==> src/rtl/gmf_pkg.sv <==
package gmf_pkg;
    localparam int IN_W     = 2;
    localparam int OUT_W    = 3;
    localparam int GO_BIT   = 0;
    localparam int STOP_BIT = 1;

    typedef enum logic [1:0] {
        ST_IDLE = 2'd0,
        ST_ARM  = 2'd1,
        ST_RUN  = 2'd2,
        ST_DONE = 2'd3
    } gmf_state_e;
endpackage

==> src/rtl/gmf_next_state.sv <==
module gmf_next_state
    import gmf_pkg::*;
(
    input  gmf_state_e            cur,
    input  logic [IN_W-1:0]       in_vec,
    output gmf_state_e            nxt
);
    // transition graph
    always_comb begin
        nxt = cur;
        case (cur)
            ST_IDLE: if (in_vec[GO_BIT])   nxt = ST_ARM;
            ST_ARM:                        nxt = ST_RUN;
            ST_RUN:  if (in_vec[STOP_BIT]) nxt = ST_DONE;
            ST_DONE: if (!in_vec[GO_BIT])  nxt = ST_IDLE;
            default:                       nxt = ST_IDLE;
        endcase
    end
endmodule

==> src/rtl/gmf_activation.sv <==
module gmf_activation
    import gmf_pkg::*;
(
    input  gmf_state_e            cur,
    input  logic [IN_W-1:0]       in_vec,
    input  logic                  rst,
    output logic                  en
);
    logic self_loop;

    // enumerate self-loop (state, input) pairs directly
    always_comb begin
        self_loop = 1'b0;
        case (cur)
            ST_IDLE: self_loop = !in_vec[GO_BIT];
            ST_RUN:  self_loop = !in_vec[STOP_BIT];
            ST_DONE: self_loop = in_vec[GO_BIT];
            default: self_loop = 1'b0;
        endcase
        en = rst || !self_loop;   // reset forces the enable
    end
endmodule

==> src/rtl/gmf_out_dec.sv <==
module gmf_out_dec
    import gmf_pkg::*;
(
    input  gmf_state_e            cur,
    output logic [OUT_W-1:0]      outs
);
    // Moore decode
    always_comb begin
        case (cur)
            ST_IDLE:        outs = 3'b001;
            ST_ARM, ST_RUN: outs = 3'b010;
            ST_DONE:        outs = 3'b100;
            default:        outs = 3'b001;
        endcase
    end
endmodule

==> src/rtl/gated_moore_fsm.sv <==
module gated_moore_fsm
    import gmf_pkg::*;
#(
    parameter int CNT_W = 16
) (
    input  logic                  clk,
    input  logic                  rst,
    input  logic [1:0]            in_vec,
    output logic [1:0]            state_q,
    output logic [2:0]            moore_out,
    output logic                  clk_en,
    output logic [CNT_W-1:0]      skip_cnt
);
    localparam logic [CNT_W-1:0] CNT_MAX = {CNT_W{1'b1}};

    typedef struct packed {
        gmf_state_e       state;
        logic [CNT_W-1:0] cnt;
    } regs_t;

    regs_t      r_d, r_q;
    gmf_state_e nxt_state;
    logic       en;

    gmf_next_state u_next (.cur(r_q.state), .in_vec(in_vec), .nxt(nxt_state));
    gmf_activation u_act  (.cur(r_q.state), .in_vec(in_vec), .rst(rst), .en(en));
    gmf_out_dec    u_dec  (.cur(r_q.state), .outs(moore_out));

    always_comb begin
        r_d = r_q;
        if (rst) begin
            r_d.state = ST_IDLE;
            r_d.cnt   = '0;
        end else if (en) begin
            r_d.state = nxt_state;      // register receives a clock pulse
        end else if (r_q.cnt != CNT_MAX) begin
            r_d.cnt   = r_q.cnt + 1'b1; // suppressed cycle counted
        end
    end

    always_ff @(posedge clk) begin
        r_q <= r_d;
    end

    assign state_q  = r_q.state;
    assign clk_en   = en;
    assign skip_cnt = r_q.cnt;

    assert_reset_load_R1: assert property (@(posedge clk)
        rst |=> (state_q == 2'd0) && (skip_cnt == '0));

    assert_hold_when_gated_R5: assert property (@(posedge clk) disable iff (rst)
        !clk_en |=> $stable(state_q) && $stable(moore_out));

    assert_enable_moves_R7: assert property (@(posedge clk) disable iff (rst)
        clk_en |=> state_q != $past(state_q));

    assert_skip_count_R6: assert property (@(posedge clk) disable iff (rst)
        (!clk_en && skip_cnt != CNT_MAX) |=> skip_cnt == CNT_W'($past(skip_cnt) + 1'b1));

    assert_skip_sat_R6: assert property (@(posedge clk) disable iff (rst)
        (skip_cnt == CNT_MAX) |=> skip_cnt == CNT_MAX);

    assert_outputs_decoded_R3: assert property (@(posedge clk) disable iff (rst)
        $countones(moore_out) == 1);
endmodule

==> config.mk <==
export PLATFORM = sky130hd
export DESIGN_NAME = gated_moore_fsm
export DESIGN_NICKNAME = d
export VERILOG_FILES = /design/src/rtl/gmf_pkg.sv /design/src/rtl/gmf_next_state.sv /design/src/rtl/gmf_activation.sv /design/src/rtl/gmf_out_dec.sv /design/src/rtl/gated_moore_fsm.sv
export SDC_FILE = /design/constraint.sdc
export NUM_CORES = 1
export LEC_CHECK = 0
export BUFFER_PORTS_ARGS = -buffer_cell sky130_fd_sc_hd__buf_2
export CAP_MARGIN = 25
export CORE_MARGIN = 1
export CORE_UTILIZATION = 30
export CTS_BUF_LIST = sky130_fd_sc_hd__clkbuf_16
export DETAILED_ROUTE_END_ITERATION = 6
export SLEW_MARGIN = 20
export SYNTH_ARGS = -nofsm -noshare
export SYNTH_HDL_FRONTEND = slang
export SYNTH_SLANG_ARGS = --single-unit
==> constraint.sdc <==
create_clock -name clk -period 2.44 [get_ports clk]
set_input_delay 0.122 -clock clk [delete_from_list [all_inputs] [get_ports clk]]
set_output_delay 0.122 -clock clk [all_outputs]
set_load 0.01 [all_outputs]
==> run_results.csv, run 1 <==
group,metric,value,unit
clock_tree,cts-hold-fix-buffers,0,
clock_tree,cts_resized,0,
setup_path,arrival,2.20,ns
clock_tree,clk_pin_slew,0.05,ns
sta,whs,0.245,ns
route,vias,856,
die,fp.dieH,58.9,µm
power_and_ir_drop,p_leak,0.542,nW
power_and_ir_drop,combPwrFrac,29.5,%
setup_path,r2r_cells,7,
global_route,grt.total_usage,13.2,%
clock_tree,cts_tree,"yes",
power_and_ir_drop,netSwitchingPower,0.000320,W
hold_path,worstHoldPathCells,2,
setup_path,critPathLaunchType,"register",
route,remaining_drc_errors,0,
finish,design_area,1200,µm²
sta,final_hold_viol_count,0,
route,routed_wirelength,2.02,mm
sta,setup_viol,0,
sta,worst_pin_slew,0.535,ns
power_and_ir_drop,p_clk_share,33.4,%
sta,max_freq,480,MHz
placed_design,dp_slack,0.365,ns
hold_path,min-delay-path-class,"input port to register",
yosys,ys_top_cells_by_count,"dfxtp_1 (18), nor2_1 (10), nand2_1 (9)",
global_route,grt_max_degree,19,
setup_path,crit_slowest_cell,"dfxtp_1",
setup_path,crit_path_cell_trace,"inv_1 -> ha_1 -> or2_4 -> a211oi_4 -> o211ai_2 -> o311ai_0 -> o41ai_1",
placed_design,hpwl,1.51,mm
sta,min_period,2.08,ns
setup_path,crit_path_start,"state_q[1]$_SDFFE_PP0P_",
power_and_ir_drop,switching_share,32.5,%
setup_path,end_kind,"register",
setup_path,cp-endpoint,"skip_cnt[15]$_SDFFE_PP0P_",
power_and_ir_drop,p_int,0.000664,W
setup_path,path_max_fanout,11,
setup_path,path_class,"register to register",
yosys,syn_inst,108,
yosys,synth_top_cell_by_area,"dfxtp_1",
yosys,yosysMostFrequentCell,"dfxtp_1",
global_route,grt_pass1_wl,3.43,mm
clock_tree,cts_sinks,18,
setup_path,r2r-end,"skip_cnt[15]$_SDFFE_PP0P_",
sta,rsz0062_at_grt,"false",
setup_path,crit_cells,7,
power_and_ir_drop,p_seq_share,37.1,%
clock_tree,cts_root_buf,"clkbuf_16",
clock_tree,clockBufferDepth,2,
sta,fin_skew,0.00180,ns
route,drtAntennaViolNets,0,
placed_design,port_buffers,25,
sta,period_share,85.3,%
yosys,ys_ff_latch,18,
clock_tree,numCtsBuffers,3,
clock_tree,post-cts-setup-buffers,0,
yosys,syn_nets,119,
clock_tree,cts_max_level,1,
yosys,yosysSeqAreaShare,37.2,%
setup_path,rr_startpoint,"state_q[1]$_SDFFE_PP0P_",
route,firstDrtPassIters,4,
finish,diodes,0,
sta,final-max-slew-violation-count,0,
yosys,yosys_warnings,0,
yosys,synth_top_area_share,37.2,%
global_route,grt_pass1_vias,743,
sta,maxSlewHeadroom,63.3,%
setup_path,cp.required,2.56,ns
global_route,overflow,0,
yosys,avgSynthCellArea,8.98,µm²
route,dr.first_iter.drc_count,19,
finish,drive_above_1_share,24.6,%
yosys,yosys-top-cells-area,"dfxtp_1 (37%), ha_1 (9.0%), xor2_1 (6.3%)",
yosys,synth-edff-count,0,
placed_design,routabilityCongestion,0.728,
die,die_width,58.9,µm
sta,finalSetupTns,0,ns
yosys,syn_area,970,µm²
power_and_ir_drop,ir_worst_vdd,0.000433,V
die,start_util,31.8,%
yosys,ys.flop_type,"dfxtp_1",
global_route,antenna_found_initial,0,
die,coreArea,3050,µm²
route,viasPerCell,4.81,
die,num_io_pins,26,
setup_path,crit_buf_inv,1,
finish,finalNetCount,146,
setup_path,cp_top_family,"compound AO/OA/AOI/OAI gates",
finish,syn_to_final_growth,24.0,%
clock_tree,clk_latency,0.25,ns
yosys,synth_cell_types,30,
run,drv_cap,0,
die,dieArea,3460,µm²
die,rows,20,
setup_path,reg2reg_setup_slack,0.36,ns
power_and_ir_drop,power_density,818,nW/µm²
setup_path,critPathMaxStageDelay,0.42,ns
outcome,status,"finished clean",
placed_design,place_area,1120,µm²
route,wl_per_cell,11.4,µm
sta,worst_slack,0.358,ns
yosys,async_flop_share,0,%
finish,num-fill-cells,343,
per-layer routing:
metal	track usage, %	up-vias	share of wire (%)
met4	4.08	0	0.49
met3	3.30	2	4.6
met2	21.1	18	45
met1	17.3	399	50
li1	-	437	-
met5	0	-	0
kinds of logic (layout without fill, tap and decap cells):
group / Yosys count / in the layout / share of synthesized area, %
AOI/OAI and AO/OA: 20 / 20 / 14.8
xor gates and xnor gates: 7 / 7 / 6.32
adders and majority gates: 7 / 7 / 9.03
buffers and inverters: 8 / 34 / 5.03
DFF: 18 / 18 / 37.2
muxes: 4 / 4 / 4.26
and+or+nand+nor: 44 / 44 / 23.4
worst min path at each step:
stage	start	to	slack, ns
after CTS	rst	skip_cnt[8]$_SDFFE_PP0P_	0.25
after global routing	rst	skip_cnt[14]$_SDFFE_PP0P_	0.26
after floorplan	rst	skip_cnt[7]$_SDFFE_PP0P_	0.31
after detailed placement	skip_cnt[15]$_SDFFE_PP0P_	skip_cnt[15]$_SDFFE_PP0P_	0.49
after global placement	skip_cnt[15]$_SDFFE_PP0P_	skip_cnt[15]$_SDFFE_PP0P_	0.48
final	rst	skip_cnt[5]$_SDFFE_PP0P_	0.25
through the flow:
stage	power (W)	utilization, %	std cells
floorplan	0.000588	-	108
global placement	0.000655	36.8	174
detailed placement	0.000663	36.8	174
CTS	0.00100	39.4	178
global route	0.00106	39.4	178
finish	0.000984	39.4	178
power by group through the flow:
stage | combinational [W] | clock, W | sequential [W]
2_1_floorplan | 0.000208 | 0 | 0.000380
3_3_place_gp | 0.000288 | 0 | 0.000367
3_5_place_dp | 0.000291 | 0 | 0.000372
4_1_cts | 0.000295 | 0.000343 | 0.000365
5_1_grt | 0.000330 | 0.000356 | 0.000370
6_report | 0.000291 | 0.000328 | 0.000365
worst reg2reg max path: cells and delay by family, from the launching register on:
| family | cells | cell delay (ns) |
|---|---|---|
| flops | 1 | 0.42 |
| compound gates | 4 | 0.98 |
| buf+inv | 1 | 0.11 |
| fa+ha+maj | 1 | 0.19 |
| simple gates | 1 | 0.26 |
final cells by class:
class / instances / area [µm²] / share of cell area, %
multi-input combinational: 82 / 561 / 46.6
sequential: 18 / 360 / 30.0
timing repair buffer: 26 / 133 / 11.0
clock buffer: 3 / 75.1 / 6.24
tap: 44 / 55.1 / 4.58
inverter: 4 / 15.0 / 1.25
clock inverter: 1 / 3.75 / 0.312
state kept, by name (all words and copies together) (netlist names):
register / count
skip_cnt: 16
state_q: 2
layout by cell type (no fill, tap or decap), drive strengths merged:
cell	n
a211oi	3
a21oi	7
a311oi	1
and2	1
and3	6
and4	1
buf	26
clkbuf	3
clkinv	1
dfxtp	18
ha	7
inv	4
mux2	1
mux2i	3
nand2	9
nand2b	2
nand3	4
nand4	4
nor2	10
nor2b	1
nor3	1
o211ai	3
o21ai	4
o311ai	1
o41ai	1
or2	1
or3	4
xor2	7
(Power assumes the default switching activity.)
==> run 2, diff against run 1 <==
Settings changed: PLACE_DENSITY_LB_ADDON from default to 0.08, SETUP_SLACK_MARGIN from default to 0.5.
==> run_results.csv, run 2 (same netlist as run 1, synthesis figures left out) <==
group,metric,value,unit
die,dieArea,3460,µm²
setup_path,crit_slowest_cell,"mux2_2",
sta,max_freq,534,MHz
route,viasPerCell,4.75,
clock_tree,clockBufferDepth,2,
route,dr.first_iter.drc_count,14,
route,vias,864,
setup_path,path_class,"register to register",
placed_design,dp.cells,175,
route,routed_wirelength,2.31,mm
placed_design,hpwl,1.51,mm
sta,rsz0062_at_grt,"true",
clock_tree,cts_root_buf,"clkbuf_16",
setup_path,rr_startpoint,"state_q[1]$_SDFFE_PP0P_",
sta,min_period,1.87,ns
sta,finalSetupTns,0,ns
clock_tree,clk_latency,0.25,ns
sta,final-max-slew-violation-count,0,
outcome,status,"finished clean",
clock_tree,numCtsBuffers,3,
route,wl_per_cell,12.7,µm
finish,diodes,0,
setup_path,end_kind,"register",
clock_tree,cts-hold-fix-buffers,0,
setup_path,crit_path_start,"state_q[1]$_SDFFE_PP0P_",
power_and_ir_drop,p_seq_share,34.6,%
power_and_ir_drop,netSwitchingPower,0.000368,W
sta,worst_pin_slew,0.360,ns
clock_tree,cts_tree,"yes",
setup_path,crit_path_cell_trace,"buf_4 -> ha_1 -> mux2i_4 -> a21oi_1 -> inv_1 -> nor2_1 -> mux2_2",
finish,stdcell_count,182,
finish,regArea,365,µm²
finish,num-fill-cells,333,
hold_path,min-delay-start,"rst",
die,coreArea,3050,µm²
global_route,antenna_found_initial,0,
die,fp.dieH,58.9,µm
clock_tree,cts_sinks,18,
finish,drive_above_1_share,35.5,%
setup_path,path_max_fanout,5,
finish,final_cell_mix,"buf_2 (25), dfxtp_1 (16), nor2_1 (10)",
clock_tree,clk_pin_slew,0.06,ns
setup_path,arrival,2.01,ns
die,die_width,58.9,µm
finish,multiInputGateArea,644,µm²
global_route,grt_pass1_vias,743,
power_and_ir_drop,p_clk_share,30.6,%
finish,largest_reg_flops,16,
sta,setup_viol,0,
power_and_ir_drop,ir_worst_vdd,0.000484,V
setup_path,critPathLaunchType,"register",
hold_path,min-delay-path-class,"input port to register",
global_route,overflow,0,
finish,layout_commonest_cell,"buf_2",
power_and_ir_drop,p_int,0.000715,W
power_and_ir_drop,power_density,822,nW/µm²
sta,period_share,76.7,%
route,drtAntennaViolNets,0,
power_and_ir_drop,switching_share,34.0,%
die,rows,20,
route,remaining_drc_errors,0,
placed_design,routabilityCongestion,0.800,
global_route,grt.total_usage,12.6,%
global_route,grt_max_degree,19,
finish,finalNetCount,150,
setup_path,cp.required,2.57,ns
finish,syn_to_final_growth,35.7,%
sta,maxSlewHeadroom,76.0,%
sta,fin_skew,0.00318,ns
power_and_ir_drop,p_leak,0.561,nW
global_route,grt_pass1_wl,3.31,mm
route,firstDrtPassIters,4,
sta,final_hold_viol_count,0,
setup_path,critPathMaxStageDelay,0.36,ns
placed_design,port_buffers,25,
clock_tree,cts_max_level,1,
die,num_io_pins,26,
die,start_util,31.8,%
power_and_ir_drop,combPwrFrac,34.8,%
run,drv_cap,0,
[run 2: layout make-up]
| type | instances | share of cell area (%) |
|---|---|---|
| repair buffers | 29 | 11.8 |
| clock buffers | 3 | 5.70 |
| multi-input cells | 83 | 49.0 |
| well taps | 44 | 4.18 |
| inverters | 4 | 1.33 |
| clock inverters | 1 | 0.285 |
| flip-flops and latches | 18 | 27.8 |
[run 2: worst max-delay path, delay by kind of cell (launching register included)]
| family | cells | cell delay, ns |
|---|---|---|
| mux | 2 | 0.47 |
| flops | 1 | 0.35 |
| compound gates | 1 | 0.29 |
| buf+inv | 2 | 0.23 |
| simple gates | 1 | 0.23 |
| fa+ha+maj | 1 | 0.19 |
[run 2: worst paths after layout]
kind	to	slack [ns]	cells after the start
min reg2reg	state_q[1]$_SDFFE_PP0P_	0.50	2
max reg2reg	skip_cnt[1]$_SDFFE_PP0P_	0.57	7
max	skip_cnt[1]$_SDFFE_PP0P_	0.57	7
min	skip_cnt[5]$_SDFFE_PP0P_	0.26	2
[run 2: stage by stage]
stage          utilization [%]  worst slack (ns)  cell area, µm²  total power [W]  hold WS, ns
2_1_floorplan                -             0.535             971         0.000590        0.298
5_1_grt                   43.1             0.488            1320          0.00115        0.283
3_5_place_dp              37.1             0.375            1130         0.000666        0.489
3_3_place_gp              37.1             0.455            1130         0.000664        0.479
6_report                  43.1             0.568            1320          0.00108        0.259
4_1_cts                   40.1             0.461            1220          0.00101        0.267
[run 2: layer usage]
| layer | GRT usage (%) | share of wire, % | up-vias |
|---|---|---|---|
| met4 | 4.08 | 0.35 | 0 |
| li1 | - | - | 445 |
| met5 | 0 | 0 | - |
| met2 | 20.6 | 46 | 17 |
| met3 | 2.86 | 3.6 | 2 |
| met1 | 16.4 | 50 | 400 |
[run 2: power by group through the flow]
stage	clock network, W	logic, W	registers (W)
finish	0.000331	0.000377	0.000375
floorplan	0	0.000208	0.000382
global placement	0	0.000294	0.000370
global route	0.000356	0.000412	0.000381
detailed placement	0	0.000292	0.000374
CTS	0.000344	0.000302	0.000367
[run 2: repair_timing]
item,CTS,global route
endpoints found under the setup margin,13,13
gates cloned,0,1
endpoints found under the hold margin,0,0
pin swaps,0,9
gates resized for setup,2,17
buffers inserted,0,2
==> run 3, diff against run 2 <==
Clock period 2.44 ns to 1.72 ns, I/O delays scaled along.
==> run_results.csv, run 3 (same netlist as run 1, synthesis figures left out) <==
group,metric,value,unit
route,dr.first_iter.drc_count,18,
sta,setup_viol,4,
die,coreArea,3050,µm²
power_and_ir_drop,p_leak,0.667,nW
setup_path,cp.required,1.89,ns
setup_path,critPathLaunchType,"register",
sta,min_period,1.76,ns
die,fp.dieH,58.9,µm
clock_tree,cts-hold-fix-buffers,0,
finish,final_cell_mix,"buf_2 (23), buf_4 (21), dfxtp_1 (11)",
finish,multiInputGateArea,662,µm²
clock_tree,cts_sinks,18,
placed_design,hpwl,1.75,mm
finish,fin_util,50.5,%
sta,fin_skew,0.00442,ns
route,drtAntennaViolNets,0,
setup_path,end_kind,"register",
finish,largest_reg_flops,16,
power_and_ir_drop,ir_worst_vdd,0.000539,V
global_route,antenna_found_initial,0,
global_route,grt.total_usage,15.0,%
clock_tree,clk_pin_slew,0.06,ns
finish,finalNetCount,171,
finish,syn_to_final_growth,59.0,%
route,routed_wirelength,2.38,mm
sta,final_hold_viol_count,0,
setup_path,path_max_fanout,10,
sta,period_share,102,%
outcome,violations,"setup timing",
route,firstDrtPassIters,4,
clock_tree,clk_latency,0.25,ns
route,wl_per_cell,11.7,µm
clock_tree,clockBufferDepth,2,
placed_design,dp_slack,-0.0662,ns
sta,maxSlewHeadroom,81.3,%
placed_design,port_buffers,25,
clock_tree,numCtsBuffers,3,
finish,layout_commonest_cell,"buf_2",
sta,final-max-slew-violation-count,0,
sta,worst_pin_slew,0.279,ns
finish,design_area,1540,µm²
die,dieArea,3460,µm²
route,viasPerCell,4.75,
run,drv_cap,0,
hold_path,min-delay-path-class,"input port to register",
clock_tree,cts_max_level,1,
setup_path,arrival,1.93,ns
die,rows,20,
outcome,status,"finished with violations",
sta,max_freq,568,MHz
power_and_ir_drop,total_power,0.00177,W
die,start_util,31.8,%
setup_path,path_class,"register to register",
clock_tree,cts_tree,"yes",
die,die_width,58.9,µm
sta,whs,0.241,ns
placed_design,routabilityCongestion,0.760,
global_route,overflow,0,
power_and_ir_drop,power_density,1150,nW/µm²
global_route,grt_pass1_wl,3.89,mm
die,num_io_pins,26,
finish,diodes,0,
clock_tree,cts_root_buf,"clkbuf_16",
finish,num-fill-cells,306,
global_route,grt_max_degree,18,
sta,rsz0062_at_grt,"true",
finish,regArea,374,µm²
route,remaining_drc_errors,0,
global_route,grt_pass1_vias,852,
route,vias,964,
sta,worst_slack,-0.0392,ns
finish,drive_above_1_share,52.2,%
placed_design,place_area,1330,µm²
## run 3: changes by cell type in the layout (fill, tap and decap cells not counted), sizes merged
cell | before | now
o211ai | 4 | 3
buf | 29 | 51
## run 3: power breakdown
part | internal (W) | switching (W) | total [W]
clock | 0.000309 | 0.000163 | 0.000472
sequential | 0.000476 | 0.0000624 | 0.000539
combinational | 0.000412 | 0.000349 | 0.000761
## run 3: layout make-up
| type | count | area share, % |
|---|---|---|
| clock buffer | 3 | 4.87 |
| clock inverter | 1 | 0.244 |
| inverter | 4 | 1.30 |
| multi-input combinational | 82 | 42.9 |
| sequential | 18 | 24.3 |
| tap | 44 | 3.57 |
| timing repair buffer | 51 | 22.8 |
## run 3: routing by layer
metal | global-route usage [%] | wire, µm | part of all wire [%]
met5 | 0 | 0 | 0
met2 | 23.1 | 1100 | 46
met4 | 5.10 | 8 | 0.34
met1 | 21.1 | 1160 | 49
met3 | 2.64 | 112 | 4.7
## run 3: worst paths after layout
kind                          endpoint  slack, ns                      start  cells after the start
min            state_q[1]$_SDFFE_PP0P_       0.24                        rst                      3
min reg2reg  skip_cnt[15]$_SDFFE_PP0P_       0.51  skip_cnt[15]$_SDFFE_PP0P_                      1
max reg2reg  skip_cnt[11]$_SDFFE_PP0P_      -0.04    state_q[1]$_SDFFE_PP0P_                      7
max          skip_cnt[11]$_SDFFE_PP0P_      -0.04    state_q[1]$_SDFFE_PP0P_                      7
## run 3: metrics by stage
stage,std cells,TNS [ns]
2_1_floorplan,108,0
3_3_place_gp,192,-0.0562
3_5_place_dp,192,-0.136
4_1_cts,202,-0.0675
5_1_grt,203,-0.989
6_report,203,-0.0689
## run 3: what timing repair did
action                                 CTS  global route
buffers inserted                         6             1
setup endpoints to repair               21            21
gates resized for setup                 10             8
pin swaps                                9            12
endpoints found under the hold margin    0             0
## run 3: worst max-delay path, cell delays in order, from the launching register on
cell and delay [ns]:
dfxtp_4 0.38, inv_4 0.05, ha_4 0.15, or2_4 0.25, a211oi_4 0.22, o211ai_4 0.16, or3_1 0.37, a21oi_1 0.11
